## config.mk

```make
export PLATFORM = sky130hd
export DESIGN_NAME = opnd_shifter
export DESIGN_NICKNAME = d
export VERILOG_FILES = /design/src/rtl/opshf_pkg.sv /design/src/rtl/opshf_amt_select.sv /design/src/rtl/opshf_rotator.sv /design/src/rtl/opshf_core.sv /design/src/rtl/opshf_carry_gate.sv /design/src/rtl/opnd_shifter.sv
export SDC_FILE = /design/constraint.sdc
export NUM_CORES = 1
export LEC_CHECK = 0
export ABC_AREA = 1
export BUFFER_PORTS_ARGS = -buffer_cell sky130_fd_sc_hd__buf_2
export CAP_MARGIN = 10
export CELL_PAD_IN_SITES_DETAIL_PLACEMENT = 1
export CELL_PAD_IN_SITES_GLOBAL_PLACEMENT = 1
export CORE_ASPECT_RATIO = 0.5
export CORE_UTILIZATION = 38
export CTS_CLUSTER_SIZE = 24
export DETAILED_ROUTE_END_ITERATION = 7
export PLACE_DENSITY = 0.87
export SYNTH_ARGS = -nofsm -noshare
export SYNTH_HDL_FRONTEND = slang
export SYNTH_SLANG_ARGS = --single-unit
```

## constraint.sdc

```tcl
create_clock -name clk -period 3.76 [get_ports clk]
set_input_delay 0.564 -clock clk [delete_from_list [all_inputs] [get_ports clk]]
set_output_delay 0.564 -clock clk [all_outputs]
set_load 0.01 [all_outputs]
```

## src/rtl/opshf_pkg.sv

```systemverilog
// Package: shared encodings for the second-operand shifter.
// Assumes a 3-bit shift-kind code and a 2-bit operation class code.
package opshf_pkg;

    typedef enum logic [2:0] {
        SK_LSL = 3'd0,
        SK_LSR = 3'd1,
        SK_ASR = 3'd2,
        SK_ROR = 3'd3,
        SK_RRX = 3'd4
    } shift_kind_e;

    typedef enum logic [1:0] {
        OC_LOGIC = 2'd0,
        OC_TEST  = 2'd1,
        OC_ARITH = 2'd2,
        OC_ARIT2 = 2'd3
    } op_class_e;

endpackage

```

## src/rtl/opshf_amt_select.sv

```systemverilog
// Module: picks the effective shift amount from the immediate field or from
// the low AMT_W bits of the amount register.
// Assumes AMT_W >= IMM_W and AMT_W <= DATA_W.
module opshf_amt_select #(
    parameter int DATA_W = 32,
    parameter int AMT_W  = 8,
    parameter int IMM_W  = 6
) (
    input  logic              use_reg,
    input  logic [IMM_W-1:0]  imm,
    input  logic [DATA_W-1:0] reg_val,
    output logic [AMT_W-1:0]  amt
);

    // Purpose: select the amount source and zero-extend the immediate.
    always_comb begin
        if (use_reg) begin
            amt = reg_val[AMT_W-1:0];
        end else begin
            amt = AMT_W'(imm);
        end
    end

endmodule

```

## src/rtl/opshf_rotator.sv

```systemverilog
// Module: logarithmic right rotator, one mux stage per amount bit.
// Assumes DATA_W is a power of two; the amount is taken modulo DATA_W.
module opshf_rotator #(
    parameter int DATA_W = 32,
    localparam int SHW   = $clog2(DATA_W)
) (
    input  logic [DATA_W-1:0] din,
    input  logic [SHW-1:0]    rot,
    output logic [DATA_W-1:0] dout
);

    logic [DATA_W-1:0] stage [SHW+1];

    assign stage[0] = din;

    // One stage for each bit of the rotate amount, weight 2**s.
    for (genvar s = 0; s < SHW; s++) begin : g_stage
        localparam int STEP = 1 << s;
        // Purpose: rotate right by STEP when amount bit s is set.
        always_comb begin
            if (rot[s]) begin
                stage[s+1] = {stage[s][STEP-1:0], stage[s][DATA_W-1:STEP]};
            end else begin
                stage[s+1] = stage[s];
            end
        end
    end

    assign dout = stage[SHW];

endmodule

```

## src/rtl/opshf_core.sv

```systemverilog
// Module: combinational shift and carry generation for all shift kinds.
// Left shifts use a rotate by the two's complement of the amount, and the
// vacated bits are then masked. Assumes DATA_W is a power of two and that
// AMT_W can hold the value DATA_W.
module opshf_core #(
    parameter int DATA_W = 32,
    parameter int AMT_W  = 8,
    localparam int SHW   = $clog2(DATA_W)
) (
    input  logic [2:0]        kind,
    input  logic [DATA_W-1:0] src,
    input  logic [AMT_W-1:0]  amt,
    input  logic              cin,
    output logic [DATA_W-1:0] res,
    output logic              cout
);
    import opshf_pkg::*;

    localparam logic [AMT_W-1:0] FULL = AMT_W'(DATA_W);

    logic [SHW-1:0]    rot_r_amt;
    logic [SHW-1:0]    rot_l_amt;
    logic [DATA_W-1:0] rot_r;
    logic [DATA_W-1:0] rot_l;
    logic [DATA_W-1:0] keep_r;
    logic [DATA_W-1:0] keep_l;
    logic              amt_zero;
    logic              amt_over;
    logic              sgn;

    assign rot_r_amt = amt[SHW-1:0];
    assign rot_l_amt = '0 - amt[SHW-1:0];

    opshf_rotator #(.DATA_W(DATA_W)) u_rot_r (
        .din  (src),
        .rot  (rot_r_amt),
        .dout (rot_r)
    );

    opshf_rotator #(.DATA_W(DATA_W)) u_rot_l (
        .din  (src),
        .rot  (rot_l_amt),
        .dout (rot_l)
    );

    // Purpose: bit masks that keep only the bits not vacated by the shift.
    always_comb begin
        keep_r = {DATA_W{1'b1}} >> amt;
        keep_l = {DATA_W{1'b1}} << amt;
    end

    assign amt_zero = (amt == '0);
    assign amt_over = (amt > FULL);
    assign sgn      = src[DATA_W-1];

    // Purpose: choose result and carry by kind, amount region and fill rule.
    always_comb begin
        res  = src;
        cout = cin;
        if (kind == SK_RRX) begin
            res  = {cin, src[DATA_W-1:1]};
            cout = src[0];
        end else if (amt_zero) begin
            res  = src;
            cout = cin;
        end else begin
            case (kind)
                SK_LSR: begin
                    if (amt_over) begin
                        res  = '0;
                        cout = 1'b0;
                    end else begin
                        res  = rot_r & keep_r;
                        cout = rot_r[DATA_W-1];
                    end
                end
                SK_ASR: begin
                    if (amt_over) begin
                        res  = {DATA_W{sgn}};
                        cout = sgn;
                    end else begin
                        res  = (rot_r & keep_r) | (~keep_r & {DATA_W{sgn}});
                        cout = rot_r[DATA_W-1];
                    end
                end
                SK_ROR: begin
                    res  = rot_r;
                    cout = rot_r[DATA_W-1];
                end
                default: begin
                    if (amt_over) begin
                        res  = '0;
                        cout = 1'b0;
                    end else begin
                        res  = rot_l & keep_l;
                        cout = rot_l[0];
                    end
                end
            endcase
        end
    end

endmodule

```

## src/rtl/opshf_carry_gate.sv

```systemverilog
// Module: decides whether the shifter carry may be written to the flag.
// Assumes the operation class code comes straight from decode.
module opshf_carry_gate (
    input  logic [1:0] op_class,
    input  logic       flag_upd,
    output logic       we
);
    import opshf_pkg::*;

    // Purpose: logical ops write on flag update, test ops always, others never.
    always_comb begin
        case (op_class)
            OC_LOGIC: we = flag_upd;
            OC_TEST:  we = 1'b1;
            default:  we = 1'b0;
        endcase
    end

endmodule

```

## src/rtl/opnd_shifter.sv

```systemverilog
// Module: top of the second-operand shifter. It registers the shifted operand,
// the shifter carry and the carry write enable one cycle after a valid input.
// Assumes DATA_W is a power of two and AMT_W can hold DATA_W.
module opnd_shifter #(
    parameter int DATA_W = 32,
    parameter int AMT_W  = 8,
    parameter int IMM_W  = 6
) (
    input  logic              clk,
    input  logic              rst_n,
    input  logic              in_valid,
    input  logic [DATA_W-1:0] src_val,
    input  logic [2:0]        shift_kind,
    input  logic              use_reg_amt,
    input  logic [IMM_W-1:0]  imm_amt,
    input  logic [DATA_W-1:0] reg_amt,
    input  logic              carry_in,
    input  logic              flag_upd,
    input  logic [1:0]        op_class,
    output logic              out_valid,
    output logic [DATA_W-1:0] opnd_out,
    output logic              carry_out,
    output logic              carry_we
);

    logic [AMT_W-1:0]  eff_amt;
    logic [DATA_W-1:0] shf_res;
    logic              shf_c;
    logic              we_c;

    opshf_amt_select #(.DATA_W(DATA_W), .AMT_W(AMT_W), .IMM_W(IMM_W)) u_amt (
        .use_reg (use_reg_amt),
        .imm     (imm_amt),
        .reg_val (reg_amt),
        .amt     (eff_amt)
    );

    opshf_core #(.DATA_W(DATA_W), .AMT_W(AMT_W)) u_core (
        .kind (shift_kind),
        .src  (src_val),
        .amt  (eff_amt),
        .cin  (carry_in),
        .res  (shf_res),
        .cout (shf_c)
    );

    opshf_carry_gate u_gate (
        .op_class (op_class),
        .flag_upd (flag_upd),
        .we       (we_c)
    );

    // Purpose: output stage; data loads on valid, valid and enable follow input.
    always_ff @(posedge clk) begin
        if (!rst_n) begin
            out_valid <= 1'b0;
            opnd_out  <= '0;
            carry_out <= 1'b0;
            carry_we  <= 1'b0;
        end else begin
            out_valid <= in_valid;
            carry_we  <= in_valid & we_c;
            if (in_valid) begin
                opnd_out  <= shf_res;
                carry_out <= shf_c;
            end
        end
    end

endmodule

```

==> flow_summary.yaml, run 1 <==
critical_path:
  cp.arrival_ps: 3600
  cp.required_ps: 3940
  crit_path_end_kind: "flop"
  worst-r2r-setup-slack_ps: 2990
  crit_end: "opnd_out[4]"
  setup.worst_path.start: "use_reg_amt"
  cp_max_fo: 37
  rr_startpoint: "opnd_out[4]"
  path_class: "in2reg"
  reg2reg_depth: 2
  r2r-end: "opnd_out[4]"
  worst_setup_path_start_kind: "primary input"
floorplan:
  dieArea_mm2: 0.0193
  coreArea_mm2: 0.0178
  start_util_pct: 39.9
  placementRows: 34
  fp.dieH_um: 98.8
  dieWidth_um: 196
  io_pins: 116
cts:
  clkSlewWorstSetupHoldPaths_ps: 60
  post_cts_buffers: 0
  cts_made_buffers: 5
  worstSkewPairLatency_ps: 280
  cts_resized: 0
  cts_buffer_depth: 2
  clock-sinks: 35
  clock-root-buffer: "clkbuf_16"
  cts_tree: "done"
  htreeDepth: 2
  ctsHoldBuffers: 0
logic_synthesis:
  ys.flop_type: "dfxtp_1"
  yosysSeqAreaShare_pct: 9.84
  netlist.area_leader.share_pct: 44.5
  ys_ff_latch: 35
  synthCells: 1425
  yosysWarnings: 0
  netlist_area_mm2: 0.00712
  synth_cell_types: 26
  synth-edff-count: 0
  async_flop_share_pct: 0
  syn_area_per_cell_um2: 5.00
  yosys-top-cells-area: "nand3_1 (45%), nand2_1 (16%), dfxtp_1 (9.8%)"
  yosys.area.top_type: "nand3_1"
  synth_nets: 1507
finish:
  syn_to_final_growth_pct: 10.5
  fin_util_pct: 44.1
  fin_nets: 1541
  final_common_cell: "nand3_1"
  layout.cells.non_filler: 1696
  drive_gt1_share_pct: 11.0
  final_cell_mix: "nand3_1 (632), nand2_1 (297), inv_1 (134), buf_2 (91), o21ai_0 (73)"
power_and_ir_drop:
  power_density_mw_per_mm2: 311
  irDropWorstVdd_uv: 156
  leakage_uw: 0.00400
  totalPowerFinal_uw: 2440
route:
  drc: 0
  via_count: 11200
  wl_um: 44300
  drtAntennaViolNets: 0
  wl_per_cell_um: 26.1
  viasPerCell: 6.60
  drtIter0Drc: 1334
  dr.pass1.iters: 6
timing:
  tns_ps: 0
  tightest_slew_ps: 1090
  worst_slack_ps: 341
  hold_viol_final: 0
  period_share_pct: 90.9
  maxSlewViolCount: 0
  maxSlewHeadroom_pct: 27.1
  layout_min_cycle_time_ps: 3420
  setup_violations: 0
  max_freq_mhz: 293
  rsz0062_at_grt: "no"
  fin_skew_ps: 0
run_status:
  status: "finished clean"
worst_hold_path:
  hold_path.class: "in2reg"
global_route:
  antenna_found_initial: 4
  grt_pass1_wl_um: 65900
  grt.total_usage_pct: 45.5
  grt_overflow_total: 0
  grt_max_degree: 65
  grt_pass1_vias: 10800
job:
  maxCapViolCount: 0
place:
  dp_hpwl_um: 34500
  gp_congestion: 1.08
  pre_cts_ws_ps: 260
  numPlacedInstances: 1686
  io_buffers: 91
[cell families after synthesis]
group	Yosys count	synth area share, %
flip-flops	35	9.84
AO/OA/AOI/OAI	167	12.1
buffers and inverters	245	13.8
AND/OR/NAND/NOR	977	64.0
adder cells (fa/ha/maj)	1	0.176
[worst min path at each step]
stage                         endpoint  cells after the start  slack, ps         start
final                         carry_we                      2        460   op_class[1]
after global routing          carry_we                      2        480   op_class[1]
after CTS                     carry_we                      2        460   op_class[1]
after detailed placement   opnd_out[2]                      2        450   opnd_out[2]
after global placement    opnd_out[14]                      2        450  opnd_out[14]
after floorplan           opnd_out[30]                      2        490  opnd_out[30]
[synth_stat cells (4+ instances only)]
master / number
nor2_1: 17
inv_1: 134
clkbuf_1: 59
nand2_2: 5
o21ai_2: 4
buf_1: 9
buf_4: 6
inv_2: 8
nand3b_1: 19
nand2_1: 297
nand3_1: 633
o21ai_1: 31
nor2_2: 4
buf_2: 28
a21oi_1: 54
dfxtp_1: 35
o21ai_0: 73
[registers in the layout, indices dropped and copies added, names as in the netlist]
register   cells
carry_out      1
carry_we       1
opnd_out      32
out_valid      1
[report_power, final]
part | internal [uW] | switching, uW
logic | 442 | 1190
registers | 398 | 17.2
clock network | 245 | 155
[critical path: stages]
cell,delay (ps)
buf_2,190
inv_2,150
nand2_1,70
nand2_1,100
buf_4,420
nand3_1,160
nand2_1,80
nand2_1,100
inv_2,500
nand3_1,220
nand3_1,130
nand3b_1,90
nand2_1,60
nand3_1,320
nand2_1,170
nand2_1,70
a21oi_1,180
[metrics by stage]
step | hold slack, ps | cell area (um^2)
after floorplan | 489 | 7120
after global placement | 450 | 7720
after detailed placement | 455 | 7720
after CTS | 463 | 7860
after global routing | 477 | 7860
final | 461 | 7860
[per-layer routing]
| layer | vias to the layer above | share of wire, % | global-route usage (%) |
|---|---|---|---|
| met1 | 5380 | 41 | 59.7 |
| met3 | 105 | 16 | 20.9 |
| met5 | - | 0.074 | 0 |
| met4 | 4 | 3.3 | 14.7 |
| li1 | 4946 | - | - |
| met2 | 755 | 39 | 65.2 |
[layout make-up]
cell class / instances / area, um^2
antenna: 2 / 5.00
clock buffer: 7 / 133
clock inverter: 1 / 5.00
fill: 2650 / 9960
inverter: 142 / 533
multi-input combinational: 1145 / 5450
sequential: 35 / 701
tap: 234 / 293
timing repair buffer: 130 / 748
Power figures use the tool's default switching activity.
==> run 2, diff against run 1 <==
Settings changed: CORE_MARGIN from default to 1.5.
==> flow_summary.yaml, run 2 (synthesis gave the netlist of run 1 again) <==
run_status:
  status: "finished clean"
finish:
  final_cell_mix: "nand3_1 (632), nand2_1 (297), inv_1 (134), buf_2 (91), o21ai_0 (73)"
  syn_to_final_growth_pct: 10.7
  regMostFlops: "opnd_out"
  fin_nets: 1535
  drive_gt1_share_pct: 10.7
  final_common_cell: "nand3_1"
  design_area_mm2: 0.00788
  largest_reg_flops: 32
floorplan:
  dieWidth_um: 197
  start_util_pct: 38.7
  placementRows: 35
  coreArea_mm2: 0.0184
  dieArea_mm2: 0.0196
  fp.dieH_um: 99.8
  io_pins: 116
critical_path:
  cp.arrival_ps: 3740
  cp_max_fo: 38
  reg2reg_depth: 2
  cp.required_ps: 3950
  worst_setup_path_start_kind: "primary input"
  path_class: "in2reg"
  crit_path_end_kind: "flop"
power_and_ir_drop:
  intPower_uw: 1150
  power_density_mw_per_mm2: 321
  p_seq_share_pct: 16.4
  totalPowerFinal_uw: 2530
  p_comb_share_pct: 64.3
  irDropWorstVdd_uv: 221
  p_sw_share_pct: 54.4
  power_frac_clock_pct: 19.3
  switching_power_uw: 1380
  leakage_uw: 0.00400
timing:
  rsz0062_at_grt: "no"
  maxSlewHeadroom_pct: 26.3
  maxSlewViolCount: 0
  setup_violations: 0
  tightest_slew_ps: 1110
  hold_ws_ps: 463
  fin_skew_ps: 0
  worst_slack_ps: 218
  max_freq_mhz: 282
  period_share_pct: 94.2
  tns_ps: 0
  layout_min_cycle_time_ps: 3540
  hold_viol_final: 0
cts:
  cts_buffer_depth: 2
  cts_made_buffers: 5
  clock-sinks: 35
  worstSkewPairLatency_ps: 280
  cts_tree: "done"
  cts_resized: 0
  htreeDepth: 2
  post_cts_buffers: 0
  clock-root-buffer: "clkbuf_16"
  clkSlewWorstSetupHoldPaths_ps: 70
  ctsHoldBuffers: 0
route:
  drtIter0Drc: 1482
  drtAntennaViolNets: 0
  wl_per_cell_um: 26.2
  wl_um: 44400
  via_count: 11300
  dr.pass1.iters: 5
  viasPerCell: 6.65
  drc: 0
global_route:
  grt.total_usage_pct: 44.5
  grt_overflow_total: 0
  grt_pass1_wl_um: 65800
  grt_max_degree: 67
  antenna_found_initial: 3
  grt_pass1_vias: 10600
place:
  io_buffers: 91
  gp_congestion: 1.07
  pre_cts_ws_ps: 193
  placed_area_mm2: 0.00771
  dp_hpwl_um: 34100
worst_hold_path:
  hold_path.class: "in2reg"
  holdPathStages: 2
job:
  maxCapViolCount: 0
==> run 2: cell types whose count changed in the layout (fill, tap and decap cells not counted), sizes merged <==
cell / delta
diode: -1
buf: -6
bufinv: +1
clkbuf: -2
clkinv: +1
==> run 2: path summary, 6_finish.rpt <==
| path | start | to | slack, ps |
|---|---|---|---|
| setup / recovery | use_reg_amt | opnd_out[21] | 220 |
| setup reg to reg | opnd_out[17] | opnd_out[17] | 2980 |
| hold reg to reg | opnd_out[25] | opnd_out[25] | 480 |
| hold / removal | op_class[1] | carry_we | 460 |
==> run 2: final cells by class <==
class | instances | area [um^2]
multi-input cells | 1145 | 5450
inverters | 142 | 533
diodes | 1 | 2.50
flip-flops and latches | 35 | 701
fillers | 2712 | 10500
repair buffers | 124 | 728
clock inverters | 3 | 43.8
well taps | 240 | 300
clock buffers | 5 | 125
==> run 2: power groups by stage <==
stage	Sequential (uW)	Combinational (uW)	Clock (uW)
after detailed placement	420	1540	0
after global placement	417	1500	0
after CTS	414	1560	489
after floorplan	431	990	0
after global routing	416	1740	505
final	414	1630	489
==> run 2: worst max-delay path: stages <==
cell	delay (ps)
buf_2	190
o21ai_2	690
inv_1	150
buf_4	320
nand2_1	210
nand3_1	330
o21ai_0	340
nand3_1	120
nand2_1	130
nand3_1	310
nand2_1	170
nand2_1	70
a21oi_1	130
==> run 2: metal layers <==
layer,up-vias,part of all wire (%),GRT usage (%)
met2,773,40,66.5
met3,91,14,10.2
li1,4935,-,-
met5,-,0.047,0
met4,4,2.5,10.8
met1,5463,44,64.1
==> run 2: metrics by stage <==
| stage | std cells | utilization (%) |
|---|---|---|
| after floorplan | 1425 | - |
| after global placement | 1686 | 41.9 |
| after detailed placement | 1686 | 41.9 |
| after CTS | 1694 | 42.8 |
| after global routing | 1694 | 42.8 |
| final | 1695 | 42.8 |
==> run 3, diff against run 2 <==
Settings changed: CAP_MARGIN 10 to default, CORE_MARGIN 1.5 to 3.
==> flow_summary.yaml, run 3 (synthesis gave the netlist of run 1 again) <==
timing:
  maxSlewViolCount: 0
  hold_viol_final: 0
  fin_skew_ps: 0
  maxSlewHeadroom_pct: 25.8
  tns_ps: 0
  rsz0062_at_grt: "no"
  tightest_slew_ps: 1110
  worst_slack_ps: 390
  setup_violations: 0
  max_freq_mhz: 297
  period_share_pct: 89.6
  layout_min_cycle_time_ps: 3370
run_status:
  status: "finished clean"
cts:
  htreeDepth: 2
  ctsHoldBuffers: 0
  clkSlewWorstSetupHoldPaths_ps: 50
  clock-root-buffer: "clkbuf_16"
  worstSkewPairLatency_ps: 280
  cts_made_buffers: 5
  cts_resized: 0
  clock-sinks: 35
  cts_tree: "done"
  cts_buffer_depth: 2
  post_cts_buffers: 0
finish:
  largest_reg_flops: 32
  syn_to_final_growth_pct: 10.5
  fin_nets: 1537
  regMostFlops: "opnd_out"
  diodes: 0
  final_common_cell: "nand3_1"
  final_cell_mix: "nand3_1 (632), nand2_1 (297), inv_1 (134), buf_2 (91), o21ai_0 (73)"
  drive_gt1_share_pct: 10.9
route:
  top_layer_used: "met5"
  via_count: 11100
  dr.pass1.iters: 6
  wl_um: 43100
  drtIter0Drc: 1700
  viasPerCell: 6.59
  dr_wl_met3_um: 6390
  met1_length_um: 18700
  drtAntennaViolNets: 0
  wl_per_cell_um: 25.5
  wl_met2_um: 17100
  drc: 0
power_and_ir_drop:
  power_density_mw_per_mm2: 320
  p_sw_share_pct: 53.5
  intPower_uw: 1170
  leakage_uw: 0.00401
  p_comb_share_pct: 63.9
  switching_power_uw: 1340
  power_frac_clock_pct: 19.6
  p_seq_share_pct: 16.5
  irDropWorstVdd_uv: 158
worst_hold_path:
  hold_path.class: "in2reg"
global_route:
  grt.total_usage_pct: 40.9
  grt_max_degree: 67
  antenna_found_initial: 2
  grt_pass1_wl_um: 63700
  grt_pass1_vias: 10400
  grt_overflow_total: 0
place:
  pre_cts_ws_ps: 207
  dp_hpwl_um: 33600
  io_buffers: 91
  gp_congestion: 1.08
critical_path:
  cp.required_ps: 3960
  cp_max_fo: 37
  crit_path_end_kind: "flop"
  crit_chain: "buf_2 > inv_2 > nand2_1 > nand2_1 > buf_4 > nand3_1 > nand2_1 > nand2_1 > inv_2 > nand3_1 > nand3_1 > nand3_1 > nand2_1 > nand3_1 > nand2_1 > nand2_1 > a21oi_1"
  path_buf_inv: 4
  path_class: "in2reg"
  worst_setup_path_start_kind: "primary input"
  cp.arrival_ps: 3570
  cp_top_family: "simple AND/OR/NAND/NOR gates"
  cpPeakStageDelay_ps: 520
  critical_path.most_common_cell: "nand2_1"
  slowest_stage: "inv_2"
floorplan:
  coreArea_mm2: 0.0179
  start_util_pct: 39.8
  placementRows: 34
  dieWidth_um: 200
  dieArea_mm2: 0.0205
  io_pins: 116
  fp.dieH_um: 103
job:
  maxCapViolCount: 0
-- run 3: cell types whose count changed in the layout (fill, tap and decap cells not counted), sizes merged --
| cell | before | now |
|---|---|---|
| clkbuf | 5 | 6 |
| clkinv | 2 | 1 |
| diode | 1 | 0 |
| buf | 124 | 126 |
-- run 3: power groups by stage --
stage | sequential (uW) | clock, uW | combinational, uW
6_report | 415 | 492 | 1610
3_3_place_gp | 417 | 0 | 1470
5_1_grt | 417 | 499 | 1720
4_1_cts | 414 | 489 | 1530
3_5_place_dp | 421 | 0 | 1510
2_1_floorplan | 431 | 0 | 990
-- run 3: path summary, 6_finish.rpt --
check,depth (start not counted),slack [ps],endpoint,from
min,2,440,carry_we,op_class[1]
min reg2reg,2,470,opnd_out[12],opnd_out[12]
max,17,390,opnd_out[12],use_reg_amt
max reg2reg,2,2970,opnd_out[11],opnd_out[11]
-- run 3: cell type report --
type                    count  area [um^2]
fillers                  2677        10000
multi-input cells        1145         5450
repair buffers            126          718
flip-flops and latches     35          701
inverters                 142          533
well taps                 234          293
clock buffers               6          139
clock inverters             2         35.0
-- run 3: metrics by stage --
| stage | util (%) | hold WS (ps) | cell area, um^2 | cells | power (uW) |
|---|---|---|---|---|---|
| after CTS | 44.0 | 446 | 7860 | 1690 | 2430 |
| after detailed placement | 43.0 | 455 | 7690 | 1682 | 1930 |
| after global placement | 43.0 | 450 | 7690 | 1682 | 1890 |
| after floorplan | - | 489 | 7120 | 1425 | 1420 |
| after global routing | 44.0 | 459 | 7860 | 1690 | 2630 |
| final | 44.0 | 442 | 7860 | 1690 | 2510 |
-- run 3: layer usage --
metal  global-route usage (%)  vias to the layer above
li1                         -                     4942
met1                     58.9                     5374
met2                     60.9                      749
met3                     11.4                       66
met4                     8.78                        2
met5                        0                        -
